## src/rtl/pshp_pkg.sv

```systemverilog
package pshp_pkg;

  typedef enum logic [1:0] {
    ST_IDLE  = 2'd0,
    ST_ARMED = 2'd1,
    ST_GATE  = 2'd2
  } pshp_state_e;

  function automatic logic rise_of(input logic cur, input logic prev);
    return cur & ~prev;
  endfunction

  function automatic logic fall_of(input logic cur, input logic prev);
    return ~cur & prev;
  endfunction

  // Edge that closes an open gate, chosen by the latched mode.
  function automatic logic gate_close(input logic tmode,
                                      input logic rref,
                                      input logic fref);
    return tmode ? fref : rref;
  endfunction

endpackage

```

## src/rtl/pshp_sync.sv

```systemverilog
module pshp_sync #(
  parameter int STAGES = 2
) (
  input  logic clk_i,
  input  logic rst_ni,
  input  logic d_i,
  output logic q_o
);
  logic [STAGES-1:0] chain_q;

  generate
    for (genvar s = 0; s < STAGES; s++) begin : g_stage
      if (s == 0) begin : g_first
        always_ff @(posedge clk_i or negedge rst_ni) begin
          if (!rst_ni) chain_q[0] <= 1'b0;
          else         chain_q[0] <= d_i;
        end
      end else begin : g_next
        always_ff @(posedge clk_i or negedge rst_ni) begin
          if (!rst_ni) chain_q[s] <= 1'b0;
          else         chain_q[s] <= chain_q[s-1];
        end
      end
    end
  endgenerate

  assign q_o = chain_q[STAGES-1];
endmodule

```

## src/rtl/pshp_edge.sv

```systemverilog
module pshp_edge
  import pshp_pkg::*;
(
  input  logic clk_i,
  input  logic rst_ni,
  input  logic lvl_i,
  output logic rise_o,
  output logic fall_o
);
  logic prev_q;

  always_ff @(posedge clk_i or negedge rst_ni) begin
    if (!rst_ni) prev_q <= 1'b0;
    else         prev_q <= lvl_i;
  end

  assign rise_o = rise_of(lvl_i, prev_q);
  assign fall_o = fall_of(lvl_i, prev_q);
endmodule

```

## src/rtl/pshp_ctrl.sv

```systemverilog
module pshp_ctrl
  import pshp_pkg::*;
(
  input  logic clk_i,
  input  logic rst_ni,
  input  logic mode_i,
  input  logic win_en_i,
  input  logic win_start_i,
  input  logic evt_rise_i,
  input  logic ref_rise_i,
  input  logic ref_fall_i,
  output logic gate_o,
  output logic ovr_o,
  output logic acc_o,
  output logic drop_o,
  output logic tmode_o
);
  pshp_state_e state_q, state_d;
  logic tmode_q, taken_q, ovr_q;
  logic busy, evt_ok, taken_eff;

  assign busy      = (state_q != ST_IDLE);
  assign evt_ok    = evt_rise_i & win_en_i;
  assign taken_eff = taken_q & ~win_start_i;
  assign acc_o     = evt_ok & ~busy & ~(mode_i & taken_eff);
  assign drop_o    = evt_ok & busy;

  always_comb begin
    state_d = state_q;
    unique case (state_q)
      ST_IDLE:  if (acc_o) state_d = mode_i ? ST_GATE : ST_ARMED;
      ST_ARMED: if (ref_rise_i) state_d = ST_GATE;
      ST_GATE:  if (gate_close(tmode_q, ref_rise_i, ref_fall_i)) state_d = ST_IDLE;
      default:  state_d = ST_IDLE;
    endcase
  end

  always_ff @(posedge clk_i or negedge rst_ni) begin
    if (!rst_ni) begin
      state_q <= ST_IDLE;
      tmode_q <= 1'b0;
      taken_q <= 1'b0;
      ovr_q   <= 1'b0;
    end else begin
      state_q <= state_d;
      if (acc_o) tmode_q <= mode_i;
      if (win_start_i)         taken_q <= acc_o & mode_i;
      else if (acc_o & mode_i) taken_q <= 1'b1;
      if (drop_o)           ovr_q <= 1'b1;
      else if (win_start_i) ovr_q <= 1'b0;
    end
  end

  assign gate_o  = (state_q == ST_GATE);
  assign ovr_o   = ovr_q;
  assign tmode_o = tmode_q;
endmodule

```

## src/rtl/pulse_shaper.sv

```systemverilog
module pulse_shaper #(
  parameter int SYNC_STAGES = 2
) (
  input  logic clk_i,
  input  logic rst_ni,
  input  logic evt_i,
  input  logic ref_i,
  input  logic mode_i,
  input  logic win_en_i,
  output logic gate_o,
  output logic ovr_o
);
  logic evt_s;
  logic evt_rise_w, evt_fall_w;
  logic ref_rise_w, ref_fall_w;
  logic win_start_w, win_end_w;
  logic acc_w, drop_w, tmode_w;

  pshp_sync #(.STAGES(SYNC_STAGES)) u_sync (
    .clk_i(clk_i), .rst_ni(rst_ni), .d_i(evt_i), .q_o(evt_s)
  );

  pshp_edge u_evt_edge (
    .clk_i(clk_i), .rst_ni(rst_ni), .lvl_i(evt_s),
    .rise_o(evt_rise_w), .fall_o(evt_fall_w)
  );

  pshp_edge u_ref_edge (
    .clk_i(clk_i), .rst_ni(rst_ni), .lvl_i(ref_i),
    .rise_o(ref_rise_w), .fall_o(ref_fall_w)
  );

  pshp_edge u_win_edge (
    .clk_i(clk_i), .rst_ni(rst_ni), .lvl_i(win_en_i),
    .rise_o(win_start_w), .fall_o(win_end_w)
  );

  pshp_ctrl u_ctrl (
    .clk_i(clk_i), .rst_ni(rst_ni), .mode_i(mode_i), .win_en_i(win_en_i),
    .win_start_i(win_start_w), .evt_rise_i(evt_rise_w),
    .ref_rise_i(ref_rise_w), .ref_fall_i(ref_fall_w),
    .gate_o(gate_o), .ovr_o(ovr_o), .acc_o(acc_w), .drop_o(drop_w),
    .tmode_o(tmode_w)
  );
endmodule

```

## config.mk

```make
export PLATFORM = sky130hd
export DESIGN_NAME = pulse_shaper
export DESIGN_NICKNAME = d
export VERILOG_FILES = /design/src/rtl/pshp_pkg.sv /design/src/rtl/pshp_sync.sv /design/src/rtl/pshp_edge.sv /design/src/rtl/pshp_ctrl.sv /design/src/rtl/pulse_shaper.sv
export SDC_FILE = /design/constraint.sdc
export NUM_CORES = 1
export LEC_CHECK = 0
export BUFFER_PORTS_ARGS = -buffer_cell sky130_fd_sc_hd__buf_2
export CAP_MARGIN = 0
export CORE_AREA = 5 5 42 44
export CTS_CLUSTER_DIAMETER = 80
export DETAILED_ROUTE_END_ITERATION = 8
export DIE_AREA = 0 0 47 49
export GPL_TIMING_DRIVEN = 0
export PLACE_DENSITY_LB_ADDON = 0.25
export SLEW_MARGIN = 5
export SYNTH_ARGS = -nofsm -noshare
export SYNTH_HDL_FRONTEND = slang
export SYNTH_HIERARCHICAL = 1
export SYNTH_SLANG_ARGS = --single-unit
```

## constraint.sdc

```tcl
create_clock -name clk_i -period 1.2 [get_ports clk_i]
set_input_delay 0.12 -clock clk_i [delete_from_list [all_inputs] [get_ports clk_i]]
set_output_delay 0.12 -clock clk_i [all_outputs]
set_load 0.03 [all_outputs]
```

==> impl_metrics.env <==
export IMPL_finalHoldViolations=0
export IMPL_syn_cell_area_um2=400
export IMPL_p_comb_frac=0.264
export IMPL_maxCapViolCount=0
export IMPL_wl_per_cell_um=10.8
export IMPL_grtUsageMet1=0.0847
export IMPL_worstPathRequired_ns=1.35
export IMPL_crit_type="primary input to flop"
export IMPL_final_common_cell="dfrtp_1"
export IMPL_clock_fmax_mhz=859
export IMPL_power_density_mw_per_mm2=1790
export IMPL_fp_dieW_um=47
export IMPL_layout_common_cells="dfrtp_1 (10), buf_2 (6), dlygate4sd3_1 (4)"
export IMPL_core_area_mm2=0.00140
export IMPL_cts_clk_slew_worst_paths_ns=0.07
export IMPL_drive_gt1_frac=0.392
export IMPL_p_sw_mw=0.284
export IMPL_intPower_mw=0.714
export IMPL_grt_overflow_total=0
export IMPL_drt_pass1_iterations=4
export IMPL_grt_pass1_wl_um=1190
export IMPL_period_minus_slack_ns=1.16
export IMPL_cts_htree_levels=1
export IMPL_fp_dieArea_mm2=0.00230
export IMPL_place_ws_ns=0.116
export IMPL_antennaDiodeCount=0
export IMPL_cts_root_buf="clkbuf_4"
export IMPL_hpwlAfterDp_um=518
export IMPL_syn_area_per_cell_um2=11.8
export IMPL_fin_skew_ns=0.00592
export IMPL_layout_setup_ws_ns=0.0363
export IMPL_min_path_type="primary input to flop"
export IMPL_path_max_fanout=3
export IMPL_setup_viol=0
export IMPL_top_usage_layer="met2"
export IMPL_grt_usage=0.0742
export IMPL_cts_sinks=10
export IMPL_met2_usage=0.102
export IMPL_routed_wl_um=724
export IMPL_grt_max_degree=11
export IMPL_die_h_um=49
export IMPL_critPathCaptureType="flop"
export IMPL_status="finished, final reports clean"
export IMPL_gp_congestion=0.769
export IMPL_syn_num_nets=40
export IMPL_vdd_drop_max_uv=674
export IMPL_arrival_ns=1.31
export IMPL_fin_setup_tns_ns=0
export IMPL_rows=14
export IMPL_grt_pass1_vias=305
export IMPL_tightest_slew_ns=0.228
export IMPL_io_buffer_count=7
export IMPL_maxSlewHeadroom=0.848
export IMPL_period_share=0.970
export IMPL_clk_path_buf_depth=2
export IMPL_nNetsFinal=58
export IMPL_ios=8
export IMPL_p_leak_nw=0.269
export IMPL_clock_latency_ns=0.26
export IMPL_ant_nets=0
export IMPL_num_vias=305
export IMPL_drtIter0Drc=13
export IMPL_p_sw_frac=0.285
export IMPL_total_power_mw=0.998
export IMPL_start_util=0.286
export IMPL_vias_per_cell=4.55
export IMPL_cp_start_kind="primary input"
export IMPL_numCtsBuffers=3
export IMPL_drc_errors=0
export IMPL_areaGrowthSynthToFinish_pct=39.4
export IMPL_finalMaxSlewViolations=0
export IMPL_grt_use_met3=0.0369
export IMPL_synthCells=34
export IMPL_antenna_found_initial=0
export IMPL_power_frac_seq=0.440
export IMPL_yosys_warnings=6
export IMPL_whs_ns=0.111
export IMPL_cts_tree="done"
export IMPL_clkPwrFrac=0.296
critical path, cell delays in order:
cell and delay, ns:
dlygate4sd3_1 0.52, buf_2 0.12, nor2b_1 0.14, and3b_2 0.20, a21oi_1 0.14, o21ai_2 0.07
area by class of cell:
class / instances / area [µm²]
multi-input combinational: 22 / 151
tap: 16 / 20.0
clock buffer: 4 / 36.3
fill: 139 / 843
sequential: 10 / 250
inverter: 2 / 7.51
timing repair buffer: 13 / 92.6
power groups by stage:
stage | logic (mW) | registers (mW) | clock network [mW]
detailed placement | 0.193 | 0.447 | 0
CTS | 0.212 | 0.440 | 0.309
global placement | 0.193 | 0.442 | 0
floorplan | 0.127 | 0.450 | 0
finish | 0.264 | 0.439 | 0.296
global route | 0.287 | 0.447 | 0.327
state kept, by name, summed over array words and instances (netlist names):
register / count
u_ctrl/taken_q: 1
u_ref_edge/prev_q: 1
u_win_edge/prev_q: 1
u_ctrl/state_q: 2
u_ctrl/ovr_o: 1
u_sync/chain_q: 1
u_sync/q_o: 1
u_ctrl/tmode_o: 1
u_evt_edge/prev_q: 1
metal layers:
| metal | part of all wire | up-vias |
|---|---|---|
| met5 | 0 | - |
| met1 | 0.45 | 145 |
| met3 | 0.093 | 0 |
| met4 | 0 | 0 |
| li1 | - | 150 |
| met2 | 0.45 | 10 |
worst paths after layout:
| kind | cells after the start | start | slack [ns] | endpoint |
|---|---|---|---|---|
| setup / recovery | 6 | ref_i | 0.04 | u_ctrl/state_q[1]$_DFFE_PN0P_ |
| hold reg to reg | 0 | u_sync/chain_q[0]$_DFF_PN0_ | 0.37 | u_sync/q_o$_DFF_PN0_ |
| min in group asynchronous | 2 | rst_ni | 0.25 | u_ctrl/state_q[0]$_DFFE_PN0P_ |
| setup reg to reg | 4 | u_ctrl/state_q[1]$_DFFE_PN0P_ | 0.05 | u_ctrl/state_q[1]$_DFFE_PN0P_ |
| hold / removal | 3 | mode_i | 0.11 | u_ctrl/tmode_o$_DFFE_PN0P_ |
| max in group asynchronous | 2 | rst_ni | 0.76 | u_ctrl/ovr_o$_DFFE_PN0P_ |
what timing repair did:
| action | 4_1_cts | 5_1_grt |
|---|---|---|
| pin swaps | 0 | 0 |
| setup buffers | 0 | 2 |
| gates resized for setup | 1 | 4 |
| hold endpoints to repair | 13 | 0 |
| hold buffers | 4 | 0 |
| cloned | 0 | 0 |
| endpoints found under the setup margin | 1 | 2 |
per-stage QoR:
| stage | std cells | utilization | area, µm² |
|---|---|---|---|
| after floorplan | 34 | - | 400 |
| after CTS | 65 | 0.381 | 534 |
| after global routing | 67 | 0.398 | 558 |
| after detailed placement | 57 | 0.325 | 455 |
| final | 67 | 0.398 | 558 |
| after global placement | 57 | 0.325 | 455 |
Power figures use the tool's default switching activity.
